`src/rtl/srs_pkg.sv`:
```
package srs_pkg;
  typedef enum logic {CMD_ERASE, CMD_PROG} cmd_kind_t;

  typedef enum logic [1:0] {C_IDLE, C_ISSUE, C_GUARD, C_POLL} cmd_state_t;

  typedef enum logic [2:0] {
    S_IDLE, S_COPY, S_ERS_GO, S_ERS_WAIT, S_MERGE, S_PRG_SCAN, S_PRG_WAIT, S_FINISH
  } rw_state_t;
endpackage

```
`src/rtl/srs_scratch.sv`:
```
module srs_scratch #(
  parameter int DEPTH  = 16,
  parameter int DATA_W = 16,
  localparam int AW    = $clog2(DEPTH)
) (
  input  logic              clk,
  input  logic              we_i,
  input  logic [AW-1:0]     waddr_i,
  input  logic [DATA_W-1:0] wdata_i,
  input  logic [AW-1:0]     raddr_i,
  output logic [DATA_W-1:0] rdata_o
);
  logic [DATA_W-1:0] store [DEPTH];

  always_ff @(posedge clk) begin
    if (we_i) store[waddr_i] <= wdata_i;
  end

  assign rdata_o = store[raddr_i];
endmodule

```
`src/rtl/srs_cmd_seq.sv`:
```
module srs_cmd_seq import srs_pkg::*; #(
  parameter int ADDR_W      = 8,
  parameter int DATA_W      = 16,
  parameter int TIMEOUT_CYC = 1024,
  parameter logic [ADDR_W-1:0] UNLOCK_A1   = 'h55,
  parameter logic [ADDR_W-1:0] UNLOCK_A2   = 'h2A,
  parameter logic [DATA_W-1:0] KEY1        = 'hAA,
  parameter logic [DATA_W-1:0] KEY2        = 'h55,
  parameter logic [DATA_W-1:0] ERS_SETUP   = 'h80,
  parameter logic [DATA_W-1:0] ERS_CONFIRM = 'h30,
  parameter logic [DATA_W-1:0] PRG_SETUP   = 'hA0
) (
  input  logic              clk,
  input  logic              rst_n,
  input  logic              start_i,
  input  cmd_kind_t         kind_i,
  input  logic [ADDR_W-1:0] addr_i,
  input  logic [DATA_W-1:0] data_i,
  input  logic              fl_ready_i,
  output logic              fl_wr_o,
  output logic [ADDR_W-1:0] fl_addr_o,
  output logic [DATA_W-1:0] fl_wdata_o,
  output logic              done_o,
  output logic              tmo_o
);
  localparam int WC_W = $clog2(TIMEOUT_CYC + 1);

  cmd_state_t        st_q;
  cmd_kind_t         kind_q;
  logic [2:0]        step_q;
  logic [2:0]        last_step;
  logic [ADDR_W-1:0] addr_q;
  logic [DATA_W-1:0] data_q;
  logic [WC_W-1:0]   wcnt_q;
  logic              wait_end;

  assign last_step = (kind_q == CMD_ERASE) ? 3'd5 : 3'd3;
  assign wait_end  = (wcnt_q == WC_W'(TIMEOUT_CYC - 1));

  // step table: unlock pair, setup, then payload (erase repeats the unlock pair)
  always_comb begin
    fl_addr_o  = UNLOCK_A1;
    fl_wdata_o = KEY1;
    if (kind_q == CMD_ERASE) begin
      case (step_q)
        3'd0:    begin fl_addr_o = UNLOCK_A1; fl_wdata_o = KEY1;        end
        3'd1:    begin fl_addr_o = UNLOCK_A2; fl_wdata_o = KEY2;        end
        3'd2:    begin fl_addr_o = UNLOCK_A1; fl_wdata_o = ERS_SETUP;   end
        3'd3:    begin fl_addr_o = UNLOCK_A1; fl_wdata_o = KEY1;        end
        3'd4:    begin fl_addr_o = UNLOCK_A2; fl_wdata_o = KEY2;        end
        default: begin fl_addr_o = addr_q;    fl_wdata_o = ERS_CONFIRM; end
      endcase
    end else begin
      case (step_q)
        3'd0:    begin fl_addr_o = UNLOCK_A1; fl_wdata_o = KEY1;      end
        3'd1:    begin fl_addr_o = UNLOCK_A2; fl_wdata_o = KEY2;      end
        3'd2:    begin fl_addr_o = UNLOCK_A1; fl_wdata_o = PRG_SETUP; end
        default: begin fl_addr_o = addr_q;    fl_wdata_o = data_q;    end
      endcase
    end
  end

  always_ff @(posedge clk) begin
    if (!rst_n) begin
      st_q   <= C_IDLE;
      kind_q <= CMD_ERASE;
      step_q <= '0;
      addr_q <= '0;
      data_q <= '0;
      wcnt_q <= '0;
    end else begin
      case (st_q)
        C_IDLE: if (start_i) begin
          st_q   <= C_ISSUE;
          step_q <= '0;
          kind_q <= kind_i;
          addr_q <= addr_i;
          data_q <= data_i;
        end
        C_ISSUE: begin
          if (step_q == last_step) st_q <= C_GUARD;
          else                     step_q <= step_q + 3'd1;
        end
        C_GUARD: begin
          st_q   <= C_POLL;
          wcnt_q <= '0;
        end
        C_POLL: begin
          if (fl_ready_i || wait_end) st_q <= C_IDLE;
          else                        wcnt_q <= wcnt_q + WC_W'(1);
        end
        default: st_q <= C_IDLE;
      endcase
    end
  end

  assign fl_wr_o = (st_q == C_ISSUE);
  assign done_o  = (st_q == C_POLL) && fl_ready_i;
  assign tmo_o   = (st_q == C_POLL) && !fl_ready_i && wait_end;

  // a command run only begins against an idle memory
  p_cmd_begin_ready_r6: assert property (@(posedge clk) disable iff (!rst_n)
    (fl_wr_o && step_q == 3'd0) |-> fl_ready_i);
  // the owner never restarts the sequencer in mid-command
  p_start_idle_r6: assert property (@(posedge clk) disable iff (!rst_n)
    start_i |-> (st_q == C_IDLE));
  // completion reported only with the memory ready, and bus quiet next
  p_done_quiet_r6: assert property (@(posedge clk) disable iff (!rst_n)
    done_o |=> !fl_wr_o);
endmodule

```
`src/rtl/sector_rewrite_seq.sv`:
```
module sector_rewrite_seq import srs_pkg::*; #(
  parameter int ADDR_W      = 8,
  parameter int DATA_W      = 16,
  parameter int SECT_WORDS  = 16,
  parameter int TIMEOUT_CYC = 1024,
  parameter bit SKIP_ERASED = 1'b1,
  parameter logic [ADDR_W-1:0] UNLOCK_A1   = 'h55,
  parameter logic [ADDR_W-1:0] UNLOCK_A2   = 'h2A,
  parameter logic [DATA_W-1:0] KEY1        = 'hAA,
  parameter logic [DATA_W-1:0] KEY2        = 'h55,
  parameter logic [DATA_W-1:0] ERS_SETUP   = 'h80,
  parameter logic [DATA_W-1:0] ERS_CONFIRM = 'h30,
  parameter logic [DATA_W-1:0] PRG_SETUP   = 'hA0
) (
  input  logic              clk,
  input  logic              rst_n,
  input  logic              req_valid,
  output logic              req_ready,
  input  logic [ADDR_W-1:0] req_addr,
  input  logic [DATA_W-1:0] req_data,
  output logic              busy,
  output logic              done,
  output logic              err,
  output logic              fl_rd,
  output logic              fl_wr,
  output logic [ADDR_W-1:0] fl_addr,
  output logic [DATA_W-1:0] fl_wdata,
  input  logic [DATA_W-1:0] fl_rdata,
  input  logic              fl_ready
);
  localparam int OFF_W = $clog2(SECT_WORDS);
  localparam int SEC_W = ADDR_W - OFF_W;
  localparam int IDX_W = OFF_W + 1;

  rw_state_t         st_q, st_d;
  logic [IDX_W-1:0]  idx_q, idx_d;
  logic [SEC_W-1:0]  sect_q;
  logic [OFF_W-1:0]  off_q;
  logic [DATA_W-1:0] data_q;
  logic              erased_q, erased_d;
  logic              err_q, err_d;
  logic              accept;
  logic              idx_end;

  logic              scr_we;
  logic [OFF_W-1:0]  scr_waddr;
  logic [DATA_W-1:0] scr_wdata;
  logic [DATA_W-1:0] scr_rdata;
  logic              blank;

  logic              seq_start;
  cmd_kind_t         seq_kind;
  logic [ADDR_W-1:0] seq_addr;
  logic              seq_wr;
  logic [ADDR_W-1:0] seq_fl_addr;
  logic              seq_done;
  logic              seq_tmo;

  assign accept  = req_valid && req_ready;
  assign idx_end = (idx_q == IDX_W'(SECT_WORDS));

  srs_scratch #(.DEPTH(SECT_WORDS), .DATA_W(DATA_W)) u_scratch (
    .clk     (clk),
    .we_i    (scr_we),
    .waddr_i (scr_waddr),
    .wdata_i (scr_wdata),
    .raddr_i (idx_q[OFF_W-1:0]),
    .rdata_o (scr_rdata)
  );

  srs_cmd_seq #(
    .ADDR_W(ADDR_W), .DATA_W(DATA_W), .TIMEOUT_CYC(TIMEOUT_CYC),
    .UNLOCK_A1(UNLOCK_A1), .UNLOCK_A2(UNLOCK_A2), .KEY1(KEY1), .KEY2(KEY2),
    .ERS_SETUP(ERS_SETUP), .ERS_CONFIRM(ERS_CONFIRM), .PRG_SETUP(PRG_SETUP)
  ) u_cmd (
    .clk        (clk),
    .rst_n      (rst_n),
    .start_i    (seq_start),
    .kind_i     (seq_kind),
    .addr_i     (seq_addr),
    .data_i     (scr_rdata),
    .fl_ready_i (fl_ready),
    .fl_wr_o    (seq_wr),
    .fl_addr_o  (seq_fl_addr),
    .fl_wdata_o (fl_wdata),
    .done_o     (seq_done),
    .tmo_o      (seq_tmo)
  );

  // variant: skip programming words that already read as erased
  generate
    if (SKIP_ERASED) begin : g_skip
      assign blank = &scr_rdata;
    end else begin : g_noskip
      assign blank = 1'b0;
    end
  endgenerate

  // scratch fill: copy data lands one cycle after its read; merge overwrites
  always_comb begin
    scr_we    = 1'b0;
    scr_waddr = idx_q[OFF_W-1:0] - OFF_W'(1);
    scr_wdata = fl_rdata;
    if (st_q == S_COPY && idx_q != '0) begin
      scr_we = 1'b1;
    end else if (st_q == S_MERGE) begin
      scr_we    = 1'b1;
      scr_waddr = off_q;
      scr_wdata = data_q;
    end
  end

  always_comb begin
    st_d      = st_q;
    idx_d     = idx_q;
    erased_d  = erased_q;
    err_d     = err_q;
    seq_start = 1'b0;
    seq_kind  = CMD_ERASE;
    seq_addr  = {sect_q, {OFF_W{1'b0}}};
    done      = 1'b0;
    case (st_q)
      S_IDLE: if (accept) begin
        st_d     = S_COPY;
        idx_d    = '0;
        err_d    = 1'b0;
        erased_d = 1'b0;
      end
      S_COPY: begin
        if (idx_end) begin
          st_d  = S_ERS_GO;
          idx_d = '0;
        end else begin
          idx_d = idx_q + IDX_W'(1);
        end
      end
      S_ERS_GO: begin
        seq_start = 1'b1;
        st_d      = S_ERS_WAIT;
      end
      S_ERS_WAIT: begin
        if (seq_done) begin
          st_d     = S_MERGE;
          erased_d = 1'b1;
        end else if (seq_tmo) begin
          st_d  = S_IDLE;
          err_d = 1'b1;
        end
      end
      S_MERGE: begin
        st_d  = S_PRG_SCAN;
        idx_d = '0;
      end
      S_PRG_SCAN: begin
        seq_kind = CMD_PROG;
        seq_addr = {sect_q, idx_q[OFF_W-1:0]};
        if (idx_end) begin
          st_d = S_FINISH;
        end else if (blank) begin
          idx_d = idx_q + IDX_W'(1);
        end else begin
          seq_start = 1'b1;
          st_d      = S_PRG_WAIT;
        end
      end
      S_PRG_WAIT: begin
        seq_kind = CMD_PROG;
        if (seq_done) begin
          st_d  = S_PRG_SCAN;
          idx_d = idx_q + IDX_W'(1);
        end else if (seq_tmo) begin
          st_d  = S_IDLE;
          err_d = 1'b1;
        end
      end
      S_FINISH: begin
        done     = 1'b1;
        erased_d = 1'b0;
        st_d     = S_IDLE;
      end
      default: st_d = S_IDLE;
    endcase
  end

  always_ff @(posedge clk) begin
    if (!rst_n) begin
      st_q     <= S_IDLE;
      idx_q    <= '0;
      sect_q   <= '0;
      off_q    <= '0;
      data_q   <= '0;
      erased_q <= 1'b0;
      err_q    <= 1'b0;
    end else begin
      st_q     <= st_d;
      idx_q    <= idx_d;
      erased_q <= erased_d;
      err_q    <= err_d;
      if (accept) begin
        sect_q <= req_addr[ADDR_W-1:OFF_W];
        off_q  <= req_addr[OFF_W-1:0];
        data_q <= req_data;
      end
    end
  end

  assign req_ready = (st_q == S_IDLE);
  assign busy      = (st_q != S_IDLE);
  assign err       = err_q;
  assign fl_rd     = (st_q == S_COPY) && !idx_end;
  assign fl_wr     = seq_wr;
  assign fl_addr   = (st_q == S_COPY) ? {sect_q, idx_q[OFF_W-1:0]} : seq_fl_addr;

  // acceptance turns the block busy in the next cycle
  p_accept_busy_r1: assert property (@(posedge clk) disable iff (!rst_n)
    accept |=> busy);
  // a request cannot be taken while an update runs
  p_ready_idle_r1: assert property (@(posedge clk) disable iff (!rst_n)
    req_ready |-> !busy);
  // one bus direction per cycle
  p_rd_wr_excl_r3: assert property (@(posedge clk) disable iff (!rst_n)
    !(fl_rd && fl_wr));
  // copy reads never leave the latched sector
  p_rd_in_sector_r2: assert property (@(posedge clk) disable iff (!rst_n)
    fl_rd |-> (fl_addr[ADDR_W-1:OFF_W] == sect_q));
  // program commands only after this update's erase has finished
  p_prog_after_erase_r11: assert property (@(posedge clk) disable iff (!rst_n)
    (seq_start && seq_kind == CMD_PROG) |-> erased_q);
  // done is a single pulse followed by idle
  p_done_drop_r10: assert property (@(posedge clk) disable iff (!rst_n)
    done |=> (!busy && !done));
  // a raised error means the update has been abandoned
  p_err_abort_r9: assert property (@(posedge clk) disable iff (!rst_n)
    $rose(err) |-> (!busy && $past(seq_tmo)));
endmodule

```
`config.mk`:
```
export PLATFORM = sky130hd
export DESIGN_NAME = sector_rewrite_seq
export DESIGN_NICKNAME = d
export VERILOG_FILES = /design/src/rtl/srs_pkg.sv /design/src/rtl/srs_scratch.sv /design/src/rtl/srs_cmd_seq.sv /design/src/rtl/sector_rewrite_seq.sv
export SDC_FILE = /design/constraint.sdc
export NUM_CORES = 1
export LEC_CHECK = 0
export ABC_AREA = 1
export BUFFER_PORTS_ARGS = -buffer_cell sky130_fd_sc_hd__buf_2
export CORE_MARGIN = 10
export CORE_UTILIZATION = 35
export CTS_BUF_LIST = sky130_fd_sc_hd__clkbuf_8
export CTS_CLUSTER_DIAMETER = 30
export DETAILED_ROUTE_END_ITERATION = 16
export GPL_TIMING_DRIVEN = 0
export MAX_ROUTING_LAYER = met4
export PLACE_DENSITY = 0.54
export SLEW_MARGIN = 0
export SYNTH_ARGS = -nofsm -noshare
export SYNTH_HDL_FRONTEND = slang
export SYNTH_HIERARCHICAL = 1
export SYNTH_SLANG_ARGS = --single-unit
```
`constraint.sdc`:
```
create_clock -name clk -period 3.3 [get_ports clk]
set_input_delay 0.33 -clock clk [delete_from_list [all_inputs] [get_ports clk]]
set_output_delay 0.33 -clock clk [all_outputs]
set_load 0.02 [all_outputs]
```
==> insert_results.sql, run 1 <==
INSERT INTO impl_metrics (metric_group, metric, value, unit) VALUES
('floorplan', 'core-area', '43300', 'um^2'),
('grt', 'wire_length_of_the_first_global_routing_pass', '67800', 'um'),
('final_layout', 'multi_input_combinational_cell_area', '4740', 'um^2'),
('yosys', 'sequential_to_total_area_share_from_yosys_stat', '59.6', '%'),
('detailed_routing', 'postRouteWirelength', '44500', 'um'),
('power', 'p_int', '8.80', 'mW'),
('floorplan', 'dieHeight', '230', 'um'),
('setup_path', 'timing.critical_path.arrival', '2.74', 'ns'),
('cts', 'worstSkewPairLatency', '0.61', 'ns'),
('final_layout', 'fin_util', '43.7', '%'),
('power', 'power.leakage', '8.20', 'nW'),
('grt', 'grt-ovfl-total', '0', ''),
('yosys', 'syn_avg_cell_area', '8.97', 'um^2'),
('sta', 'fin_tns_setup', '0', 'ns'),
('sta', 'slew_viol_final', '0', ''),
('yosys', 'ys_dominant_reg_cell', 'sky130_fd_sc_hd__edfxtp_1', ''),
('cts', 'clkSinkCount', '330', ''),
('sta', 'rsz0062_at_grt', 'false', ''),
('yosys', 'synthDistinctLibCells', '36', ''),
('yosys', 'ys_seq_elements', '330', ''),
('grt', 'antenna_found_initial', '0', ''),
('final_layout', 'filler_cell_count', '4214', ''),
('setup_path', 'start_point_of_the_critical_path', 'u_cmd/step_q[0]', ''),
('detailed_routing', 'wl_met1', '20100', 'um'),
('cts', 'worst_setup_hold_path_clk_slew', '0.05', 'ns'),
('sta', 'tightestPinTransition', '1.01', 'ns'),
('detailed_routing', 'drt_iter0_drc', '933', ''),
('placed_design', 'dp_hpwl', '31500', 'um'),
('yosys', 'syn-cell-area', '15400', 'um^2'),
('hold_path', 'min_path_type', 'primary input to register', ''),
('cts', 'cts_buffer_depth', '3', ''),
('status', 'status', 'completed', ''),
('final_layout', 'layout_cells_sized_above_1', '17.9', '%'),
('yosys', 'synth.yosys.warnings', '6', ''),
('grt', 'largest_net_degree_at_the_start_of_global_routing', '16', ''),
('floorplan', 'initial_utilization', '35.6', '%'),
('cts', 'cts.htree.levels', '3', ''),
('power', 'total_power_after_layout', '12.8', 'mW'),
('floorplan', 'io_pins', '74', ''),
('placed_design', 'dp_slack', '-0.539', 'ns'),
('sta', 'timing.hold.ws', '0.0472', 'ns'),
('yosys', 'ys_async_sr_fraction', '0', '%'),
('power', 'share_of_total_power_in_combinational_logic', '21.8', '%'),
('yosys', 'synthesis.nets', '1774', ''),
('sta', 'number_of_hold_slack_violations_in_the_final_timing_report', '0', ''),
('sta', 'period_minus_slack', '3.07', 'ns'),
('power', 'power_frac_seq', '37.6', '%'),
('setup_path', 'crit_end_category', 'primary output', ''),
('detailed_routing', 'met3WireLength', '2900', 'um'),
('setup_path', 'crit-reg2reg-launch', 'idx_q[1]', ''),
('hold_path', 'min-delay-start', 'req_addr[2]', ''),
('cts', 'tritoncts', 'yes', ''),
('sta', 'final.setup_skew', '0.0246', 'ns'),
('detailed_routing', 'highest_layer', 'met4', ''),
('detailed_routing', 'antenna_violating_nets_post_route', '0', ''),
('setup_path', 'critical_path.max_fanout', '8', ''),
('yosys', 'syn_inst', '1716', ''),
('power', 'netSwitchingPower', '3.96', 'mW'),
('detailed_routing', 'post-route-drc-count', '0', ''),
('placed_design', 'globalplace.congestion', '0.858', ''),
('yosys', 'post-synth-top-area-fraction', '50.0', '%'),
('final_layout', 'area_growth', '22.8', '%'),
('detailed_routing', 'route.detailed.wl_per_inst', '17.3', 'um'),
('yosys', 'synth_top_cells_by_area', 'sky130_fd_sc_hd__edfxtp_1 50%, sky130_fd_sc_hd__nand2_1 12%, sky130_fd_sc_hd__dfxtp_1 9.6%', ''),
('cts', 'cts-buffers-inserted', '81', ''),
('power', 'peakVddDrop', '356', 'uV'),
('sta', 'slew_headroom', '31.8', '%'),
('grt', 'global_route.usage.total', '17.1', '%'),
('yosys', 'synth_area_leader_cell', 'sky130_fd_sc_hd__edfxtp_1', ''),
('setup_path', 'timing.critical_path.from_type', 'register', ''),
('power', 'clkPwrFrac', '40.6', '%');
-- cell usage in the layout (no fill, tap or decap), drive strengths merged, types with 3 or more instances in the layout --
master	n
nand3	229
clkinv	23
clkinvlp	9
a21oi	58
bufinv	10
dlygate4sd3	19
dfxtp	74
edfxtp	256
clkbuf	111
nand3b	3
nand2	483
nand4	8
buf	159
nor3	7
nor2	124
o21ai	91
ha	14
inv	295
-- worst max-delay path, cell delays in order (launching register included) --
cell and delay (ns):
sky130_fd_sc_hd__dfxtp_1 0.43, sky130_fd_sc_hd__inv_1 0.14, sky130_fd_sc_hd__ha_1 0.29, sky130_fd_sc_hd__o21ai_2 0.28, sky130_fd_sc_hd__nand2_1 0.14, sky130_fd_sc_hd__nor2_2 0.28
sky130_fd_sc_hd__nand2_1 0.08, sky130_fd_sc_hd__a21boi_1 0.14, sky130_fd_sc_hd__nand2_1 0.06, sky130_fd_sc_hd__o21ai_0 0.10, sky130_fd_sc_hd__buf_2 0.20
-- kinds of logic (layout without fill, tap and decap cells) --
logic type | Yosys count | after routing | synth area share, %
AO/OA/AOI/OAI | 156 | 156 | 5.51
XOR/XNOR | 3 | 3 | 0.171
adder cells (fa/ha/maj) | 14 | 14 | 1.14
buffers and inverters | 358 | 626 | 9.96
flip-flops | 330 | 330 | 59.6
other | 0 | 1 | 0
AND/OR/NAND/NOR | 855 | 855 | 23.6
-- synthesized netlist by cell type (all sizes together) (2+ instances only) --
cell type,instances
a21boi,2
a21oi,58
a22oi,2
buf,58
clkbuf,19
dfxtp,74
edfxtp,256
ha,14
inv,281
nand2,483
nand3,229
nand3b,3
nand4,8
nor2,124
nor3,7
o21ai,91
xor2,2
-- metal layers --
layer	vias to the layer above	global-route usage, %
met3	80	3.37
met4	0	6.75
met1	5696	22.1
li1	5981	-
met5	-	-
met2	386	26.0
-- power by group through the flow --
stage,sequential (mW),combinational [mW],clock (mW)
floorplan,4.86,1.77,0
global placement,4.89,2.63,0
detailed placement,4.88,2.74,0
CTS,4.80,2.78,5.29
global route,4.82,3.08,5.50
finish,4.80,2.78,5.18
-- state kept, by name, indices dropped and copies added, names as in the netlist --
signal / count
data_q: 16
err: 1
idx_q: 5
off_q: 4
sect_q: 4
st_q: 3
u_cmd/addr_q: 8
u_cmd/data_q: 16
u_cmd/kind_q: 1
u_cmd/st_q: 2
u_cmd/step_q: 3
u_cmd/wcnt_q: 11
u_scratch/store: 256
-- metrics by stage --
step | instances | cell area (um^2)
after floorplan | 1716 | 15400
after global placement | 2374 | 16500
after detailed placement | 2406 | 16900
after CTS | 2569 | 18900
after global routing | 2569 | 18900
final | 2570 | 18900
-- path summary, 6_finish.rpt --
kind                endpoint  slack, ns  cells past startpoint
min                 off_q[2]       0.05                      3
min reg2reg         off_q[0]       0.45                      2
max               fl_addr[7]       0.23                     10
max reg2reg  u_cmd/data_q[1]       0.27                     18
-- layout make-up --
class / count / area share, %
flip-flops and latches: 330 / 48.5
multi-input cells: 1028 / 25.1
clock buffers: 88 / 6.41
inverters: 281 / 5.58
repair buffers: 124 / 5.00
well taps: 585 / 3.87
plain buffers: 77 / 2.78
clock inverters: 56 / 2.73
diodes: 1 / 0.0132
-- timing repair --
item                                    4_1_cts  5_1_grt
cloned                                        0        0
hold buffers                                 19        0
endpoints found under the setup margin       30       25
resized for setup                            20       18
hold endpoints to repair                     19        0
Note: power is estimated with default switching activity, not from simulation.
==> run 2, diff against run 1 <==
ABC_AREA = not set   (was 1)
PLACE_DENSITY = 0.55   (was 0.54)
==> run 2 against run 1 <==
Net effect:
- clock skew up 0.016 ns
- worst setup slack got worse by 0.13 ns
- register-to-register slack got worse by 0.17 ns
- critical path type is now register to register
- largest cell class unchanged
- largest power group is now sequential cells
==> insert_results.sql, run 2 <==
INSERT INTO impl_metrics (metric_group, metric, value, unit) VALUES
('floorplan', 'die_width', '219', 'um'),
('detailed_routing', 'postRouteWirelength', '34500', 'um'),
('yosys', 'synth_top_cells_by_area', 'sky130_fd_sc_hd__edfxtp_1 55%, sky130_fd_sc_hd__dfxtp_1 11%, sky130_fd_sc_hd__mux4_2 8.7%', ''),
('floorplan', 'dieHeight', '219', 'um'),
('setup_path', 'slowest_delay', '0.61', 'ns'),
('grt', 'global_route.usage.total', '14.6', '%'),
('final_layout', 'regMostFlops', 'u_scratch/store', ''),
('yosys', 'synthesis.nets', '1046', ''),
('setup_path', 'critical_path.max_fanout', '12', ''),
('cts', 'clkSinkCount', '330', ''),
('sta', 'final.setup.worst_slack', '0.101', 'ns'),
('status', 'status', 'completed', ''),
('grt', 'largest_net_degree_at_the_start_of_global_routing', '17', ''),
('placed_design', 'placement.io_buffers', '73', ''),
('power', 'netSwitchingPower', '2.40', 'mW'),
('final_layout', 'leading_cell_type_in_the_layout_fill_and_taps_excluded', 'sky130_fd_sc_hd__edfxtp_1', ''),
('sta', 'period_minus_slack', '3.20', 'ns'),
('final_layout', 'final_cell_mix', '256 x sky130_fd_sc_hd__edfxtp_1, 182 x sky130_fd_sc_hd__nand2_1, 82 x sky130_fd_sc_hd__buf_2, 73 x sky130_fd_sc_hd__dfxtp_1, 71 x sky130_fd_sc_hd__clkbuf_8', ''),
('detailed_routing', 'via_per_inst', '5.04', ''),
('yosys', 'synth_most_common_cell', 'sky130_fd_sc_hd__edfxtp_1', ''),
('yosys', 'synth_area_leader_cell', 'sky130_fd_sc_hd__edfxtp_1', ''),
('final_layout', 'area_growth', '23.6', '%'),
('detailed_routing', 'first_pass_iters', '6', ''),
('yosys', 'syn-cell-area', '13900', 'um^2'),
('sta', 'slew_viol_final', '0', ''),
('sta', 'rsz0062_at_grt', 'true', ''),
('sta', 'fin_tns_setup', '0', 'ns'),
('placed_design', 'globalplace.congestion', '0.861', ''),
('detailed_routing', 'num_vias', '8793', ''),
('cts', 'cts_buffer_depth', '3', ''),
('power', 'p_int', '7.38', 'mW'),
('cts', 'cts.root.buffer_cell', 'sky130_fd_sc_hd__clkbuf_8', ''),
('sta', 'tightestPinTransition', '0.664', 'ns'),
('power', 'peakVddDrop', '326', 'uV'),
('grt', 'antenna_found_initial', '0', ''),
('placed_design', 'total_instance_count_after_detailed_placement', '1596', ''),
('sta', 'maxClockFrequency', '0.313', 'GHz'),
('yosys', 'ys_async_sr_fraction', '0', '%'),
('power', 'power.leakage', '5.94', 'nW'),
('setup_path', 'crit_family', 'simple AND/OR/NAND/NOR gates', ''),
('power', 'share_of_total_power_in_combinational_logic', '8.3', '%'),
('final_layout', 'layout_cells_sized_above_1', '27.8', '%'),
('setup_path', 'cp_data_required_time', '3.58', 'ns'),
('power', 'power_density', '569', 'nW/um^2'),
('cts', 'worstSkewPairLatency', '0.59', 'ns'),
('grt', 'number_of_global_route_vias_before_repair', '9012', ''),
('yosys', 'synth.yosys.warnings', '6', ''),
('yosys', 'post-synth-top-area-fraction', '55.3', '%'),
('setup_path', 'setup.worst_path.class', 'register to register', ''),
('detailed_routing', 'route.detailed.wl_per_inst', '19.8', 'um'),
('setup_path', 'critical_path.slowest_cell', 'sky130_fd_sc_hd__or3b_2', ''),
('hold_path', 'min_path_type', 'primary input to register', ''),
('power', 'clkPwrFrac', '44.9', '%'),
('yosys', 'ys_dominant_reg_cell', 'sky130_fd_sc_hd__edfxtp_1', ''),
('sta', 'final-setup-viol-count', '0', ''),
('yosys', 'syn_inst', '988', ''),
('yosys', 'synth_common_cells', '256 x sky130_fd_sc_hd__edfxtp_1, 189 x sky130_fd_sc_hd__nand2_1, 74 x sky130_fd_sc_hd__dfxtp_1', ''),
('placed_design', 'dp_slack', '-0.941', 'ns'),
('floorplan', 'core-area', '39000', 'um^2'),
('cts', 'cts.htree.levels', '3', ''),
('yosys', 'synthDistinctLibCells', '68', ''),
('sta', 'post-route-period-util', '96.9', '%'),
('final_layout', 'ant_diodes', '0', ''),
('power', 'power_frac_seq', '46.8', '%'),
('setup_path', 'timing.critical_path.from_type', 'register', ''),
('setup_path', 'critical_path_buffers_and_inverters', '4', ''),
('floorplan', 'num_rows', '72', ''),
('floorplan', 'design.die.area', '48100', 'um^2'),
('final_layout', 'largest_register_ff_count', '256', ''),
('final_layout', 'post_layout_nonfiller_instances', '1746', ''),
('sta', 'number_of_hold_slack_violations_in_the_final_timing_report', '0', ''),
('power', 'sw_frac_of_total', '24.6', '%'),
('placed_design', 'placed_cell_area', '15300', 'um^2'),
('cts', 'worst_setup_hold_path_clk_slew', '0.06', 'ns'),
('final_layout', 'number_of_nets_in_the_final_layout', '1234', ''),
('setup_path', 'crit_end_category', 'register', ''),
('cts', 'tritoncts', 'yes', ''),
('floorplan', 'initial_utilization', '35.6', '%'),
('cts', 'cts-buffers-inserted', '68', ''),
('sta', 'final.setup_skew', '0.0402', 'ns'),
('grt', 'grt-ovfl-total', '0', ''),
('floorplan', 'io_pins', '74', ''),
('yosys', 'ys_seq_elements', '330', ''),
('placed_design', 'dp_hpwl', '23800', 'um'),
('setup_path', 'timing.critical_path.arrival', '3.48', 'ns'),
('yosys', 'number_of_enable_flip_flop_cells_after_synthesis', '256', ''),
('grt', 'wire_length_of_the_first_global_routing_pass', '52800', 'um'),
('detailed_routing', 'drt_iter0_drc', '708', ''),
('yosys', 'syn_avg_cell_area', '14.1', 'um^2'),
('final_layout', 'postLayoutCellArea', '17200', 'um^2'),
('final_layout', 'fin_util', '44.1', '%'),
('sta', 'slew_headroom', '55.4', '%'),
('yosys', 'sequential_to_total_area_share_from_yosys_stat', '65.9', '%'),
('detailed_routing', 'post-route-drc-count', '0', ''),
('final_layout', 'largestRegisters', 'u_scratch/store (256), data_q (16), u_cmd/data_q (16)', ''),
('power', 'total_power_after_layout', '9.78', 'mW'),
('setup_path', 'crit_path_cell_trace', 'clkbuf_2 > or3_1 > clkbuf_1 > buf_2 > o21ai_1 > or3b_2 > nor3_4 > buf_16', ''),
('detailed_routing', 'antenna_violating_nets_post_route', '0', ''),
('sta', 'timing.hold.ws', '0.0398', 'ns'),
('run', 'max_cap_viol_count', '0', '');
## run 2: cell count changes in the layout (fill, tap and decap cells not counted), moves of 17 or more
cell	previous run	this run
sky130_fd_sc_hd__nor2_1	99	28
sky130_fd_sc_hd__clkbuf_8	88	71
sky130_fd_sc_hd__nand3_1	225	11
sky130_fd_sc_hd__a22oi_1	2	28
sky130_fd_sc_hd__a21boi_0	1	21
sky130_fd_sc_hd__buf_4	41	10
sky130_fd_sc_hd__inv_1	284	30
sky130_fd_sc_hd__nand2_1	475	182
sky130_fd_sc_hd__mux4_2	0	55
sky130_fd_sc_hd__o21ai_0	53	22
sky130_fd_sc_hd__o21ai_1	28	1
## run 2: kinds of logic after synthesis
| kind of cell | after synthesis | synth area share (%) |
|---|---|---|
| flip-flops | 330 | 65.9 |
| AO/OA/AOI/OAI | 167 | 7.81 |
| XOR/XNOR | 5 | 0.315 |
| AND/OR/NAND/NOR | 328 | 11.0 |
| buffers and inverters | 70 | 2.30 |
| adder cells (fa/ha/maj) | 15 | 1.33 |
| multiplexers | 73 | 11.3 |
## run 2: routing by layer
metal	vias to the layer above	wire length (um)	track usage, %	part of all wire (%)
met2	238	16600	22.3	48
met4	0	750	5.06	2.2
li1	4141	-	-	-
met5	-	0	-	0
met3	53	2110	3.63	6.1
met1	4361	15100	18.8	44
## run 2: cell type report
cell class                      count  area (um^2)
Clock inverter                     51          444
Inverter                           19         71.3
Fill cell                        3516        21800
Tap cell                          518          648
Buffer                             49          317
Sequential cell                   330         9170
Clock buffer                       71          977
Multi-Input combinational cell    588         4600
Timing Repair Buffer              120          956
## run 2: power groups by stage
stage          sequential, mW  clock (mW)  combinational [mW]
3_5_place_dp             4.66           0               0.758
2_1_floorplan            4.64           0               0.524
3_3_place_gp             4.66           0               0.738
6_report                 4.58        4.39               0.809
4_1_cts                  4.58        4.51               0.799
5_1_grt                  4.58        4.72               0.891
## run 2: worst paths after layout
| check | start | end | slack [ns] | cells after the start |
|---|---|---|---|---|
| max | st_q[1] | u_scratch/store[0][8] | 0.10 | 8 |
| min | req_data[9] | data_q[9] | 0.04 | 3 |
| max reg2reg | st_q[1] | u_scratch/store[0][8] | 0.10 | 8 |
| min reg2reg | u_cmd/wcnt_q[10] | u_cmd/wcnt_q[10] | 0.44 | 2 |
## run 2: what timing repair did
item                       CTS  global route
hold buffers                23             0
setup endpoints to repair  220           201
buffers inserted             0             7
pin swaps                    0             5
resized for setup           43            29
hold endpoints to repair    23             0
## run 2: tightest hold or removal path: cells and delay by family
family | cells | cell delay (ns)
compound gates | 1 | 0.08
buf+inv | 1 | 0.09
simple gates | 1 | 0.06
==> run 3, diff against run 2 <==
CTS_BUF_LIST = sky130_fd_sc_hd__clkbuf_16   (was sky130_fd_sc_hd__clkbuf_8)
==> run 3 against run 2 <==
Net effect:
- global-route usage fell by 0.070 points
- utilization rose by 1.3 points
- wire length barely moved
- sequential share of layout area fell by 1.5 points
- flip-flop and latch count did not move
- register-to-register slack barely moved
- hold slack got worse by 0.023 ns
- fmax rose by 0.29%
- clock skew fell by 0.015 ns
- die area did not move
- critical path depth rose by 4
- critical path type unchanged
- critical endpoint is now u_cmd/data_q[12]
==> insert_results.sql, run 3 (synthesized netlist as in run 2, its figures left out) <==
INSERT INTO impl_metrics (metric_group, metric, value, unit) VALUES
('sta', 'slew_viol_final', '0', ''),
('final_layout', 'leading_cell_type_in_the_layout_fill_and_taps_excluded', 'sky130_fd_sc_hd__edfxtp_1', ''),
('floorplan', 'io_pins', '74', ''),
('detailed_routing', 'drt_iter0_drc', '624', ''),
('power', 'peakVddDrop', '433', 'uV'),
('status', 'status', 'completed', ''),
('final_layout', 'largestRegisters', 'u_scratch/store (256), data_q (16), u_cmd/data_q (16)', ''),
('grt', 'number_of_global_route_vias_before_repair', '8956', ''),
('hold_path', 'cells_on_worst_hold_path', '3', ''),
('grt', 'gr-max-usage-layer', 'met2', ''),
('sta', 'post-route-period-util', '96.6', '%'),
('final_layout', 'area_growth', '27.3', '%'),
('detailed_routing', 'antenna_violating_nets_post_route', '0', ''),
('detailed_routing', 'postRouteWirelength', '34500', 'um'),
('final_layout', 'layout_cells_sized_above_1', '27.8', '%'),
('floorplan', 'core-area', '39000', 'um^2'),
('grt', 'grt-ovfl-total', '0', ''),
('grt', 'use_met2', '22.3', '%'),
('detailed_routing', 'post-route-drc-count', '0', ''),
('detailed_routing', 'route.detailed.wl_per_inst', '19.9', 'um'),
('final_layout', 'largest_register_ff_count', '256', ''),
('setup_path', 'r2r_cells', '12', ''),
('setup_path', 'setup.reg_to_reg.worst_slack', '0.11', 'ns'),
('final_layout', 'ant_diodes', '0', ''),
('placed_design', 'globalplace.congestion', '0.861', ''),
('sta', 'final.setup_skew', '0.0254', 'ns'),
('grt', 'wire_length_of_the_first_global_routing_pass', '52600', 'um'),
('cts', 'worst_setup_hold_path_clk_slew', '0.05', 'ns'),
('sta', 'fin_tns_setup', '0', 'ns'),
('sta', 'tightestPinTransition', '0.676', 'ns'),
('setup_path', 'crit-reg2reg-launch', 'idx_q[0]', ''),
('grt', 'grt_use_met3', '3.34', '%'),
('sta', 'rsz0062_at_grt', 'false', ''),
('placed_design', 'placement.io_buffers', '73', ''),
('grt', 'global_route.usage.met1', '18.8', '%'),
('cts', 'cts.htree.levels', '2', ''),
('placed_design', 'dp_hpwl', '23800', 'um'),
('cts', 'cts.root.buffer_cell', 'sky130_fd_sc_hd__clkbuf_16', ''),
('final_layout', 'final_cell_mix', '256 x sky130_fd_sc_hd__edfxtp_1, 182 x sky130_fd_sc_hd__nand2_1, 82 x sky130_fd_sc_hd__buf_2, 73 x sky130_fd_sc_hd__dfxtp_1, 61 x sky130_fd_sc_hd__clkbuf_16', ''),
('detailed_routing', 'num_vias', '8843', ''),
('cts', 'cts-buffers-inserted', '61', ''),
('setup_path', 'timing.critical_path.from_type', 'register', ''),
('detailed_routing', 'first_pass_iters', '5', ''),
('grt', 'largest_net_degree_at_the_start_of_global_routing', '17', ''),
('run', 'max_cap_viol_count', '0', ''),
('floorplan', 'die_width', '219', 'um'),
('hold_path', 'min_path_type', 'primary input to register', ''),
('cts', 'clkSinkCount', '330', ''),
('placed_design', 'dp_slack', '-0.941', 'ns'),
('floorplan', 'design.die.area', '48100', 'um^2'),
('hold_path', 'min-delay-start', 'req_addr[2]', ''),
('setup_path', 'setup.worst_path.class', 'register to register', ''),
('sta', 'final-setup-viol-count', '0', ''),
('power', 'power_density', '640', 'nW/um^2'),
('sta', 'period_minus_slack', '3.19', 'ns'),
('sta', 'maxClockFrequency', '0.314', 'GHz'),
('cts', 'worstSkewPairLatency', '0.59', 'ns'),
('cts', 'cts_buffer_depth', '3', ''),
('floorplan', 'dieHeight', '219', 'um'),
('power', 'power.leakage', '6.16', 'nW'),
('setup_path', 'crit_end_category', 'register', ''),
('hold_path', 'worst_hold_path.endpoint', 'off_q[2]', ''),
('setup_path', 'cp_data_required_time', '3.80', 'ns'),
('grt', 'global_route.usage.total', '14.6', '%'),
('sta', 'number_of_hold_slack_violations_in_the_final_timing_report', '0', ''),
('sta', 'final.setup.worst_slack', '0.111', 'ns'),
('sta', 'slew_headroom', '54.5', '%'),
('grt', 'antenna_found_initial', '0', ''),
('cts', 'tritoncts', 'yes', ''),
('final_layout', 'number_of_nets_in_the_final_layout', '1220', ''),
('setup_path', 'timing.critical_path.arrival', '3.68', 'ns'),
('setup_path', 'worst_r2r_endpoint', 'u_cmd/data_q[12]', ''),
('floorplan', 'num_rows', '72', ''),
('final_layout', 'regMostFlops', 'u_scratch/store', ''),
('setup_path', 'critical_path.max_fanout', '10', ''),
('final_layout', 'filler_cell_count', '3437', ''),
('detailed_routing', 'via_per_inst', '5.11', ''),
('floorplan', 'initial_utilization', '35.6', '%');
==> run 3: per-stage QoR <==
stage                     hold slack, ns  area, um^2  cells  utilization [%]  power, mW
after global routing              0.0234       17700   1732             45.4       11.7
final                             0.0169       17700   1732             45.4       11.3
after global placement             0.429       14900   1579             38.3       5.40
after floorplan                    0.418       13900    988                -       5.17
after CTS                       0.000661       17500   1726             45.0       11.4
after detailed placement           0.433       15300   1596             39.1       5.42
==> run 3: worst max path at each step <==
stage | endpoint | from
3_3_place_gp | u_scratch/store[8][9] | st_q[1]
3_5_place_dp | u_cmd/data_q[10] | idx_q[1]
4_1_cts | u_scratch/store[12][10] | st_q[1]
2_1_floorplan | u_scratch/store[12][0] | st_q[1]
5_1_grt | u_cmd/data_q[12] | idx_q[0]
6_report | u_cmd/data_q[12] | idx_q[0]
==> run 3: worst max-delay path, cell delays in order, from the launching register on <==
cell and delay (ns):
sky130_fd_sc_hd__dfxtp_4 0.40, sky130_fd_sc_hd__buf_8 0.19, sky130_fd_sc_hd__buf_8 0.20, sky130_fd_sc_hd__mux4_1 0.58, sky130_fd_sc_hd__a22oi_1 0.31, sky130_fd_sc_hd__nand2_2 0.19, sky130_fd_sc_hd__nand4_1 0.20, sky130_fd_sc_hd__nor4_4 0.07
sky130_fd_sc_hd__o31ai_4 0.27, sky130_fd_sc_hd__and2_4 0.25, sky130_fd_sc_hd__clkbuf_4 0.21, sky130_fd_sc_hd__nand2_1 0.09, sky130_fd_sc_hd__a21oi_1 0.13
==> run 3: what timing repair did <==
| action | CTS | global route |
|---|---|---|
| endpoints found under the hold margin | 16 | 0 |
| pin swaps | 1 | 4 |
| buffers inserted | 0 | 7 |
| hold buffers | 16 | 0 |
| setup endpoints to repair | 212 | 201 |
| gates resized for setup | 40 | 42 |
==> run 3: area by class of cell <==
cell class | instances | area [um^2] | area share [%]
Buffer | 49 | 320 | 1.81
Clock buffer | 61 | 1530 | 8.62
Clock inverter | 54 | 478 | 2.70
Inverter | 19 | 71.3 | 0.403
Multi-Input combinational cell | 588 | 4610 | 26.1
Sequential cell | 330 | 9170 | 51.8
Tap cell | 518 | 648 | 3.66
Timing Repair Buffer | 113 | 873 | 4.93
==> run 3: power breakdown <==
group          leakage (nW)  switching, mW  internal (mW)
Sequential             2.90         0.0431           4.54
Clock                  1.00           2.11           3.84
Combinational          2.26          0.488          0.316
Total                  6.16           2.64           8.70
==> run 3: routing by layer <==
layer  part of all wire, %  wire length [um]
met5                     0                 0
met4                   2.1               727
met3                   5.6              1940
met2                    48             16600
met1                    44             15200
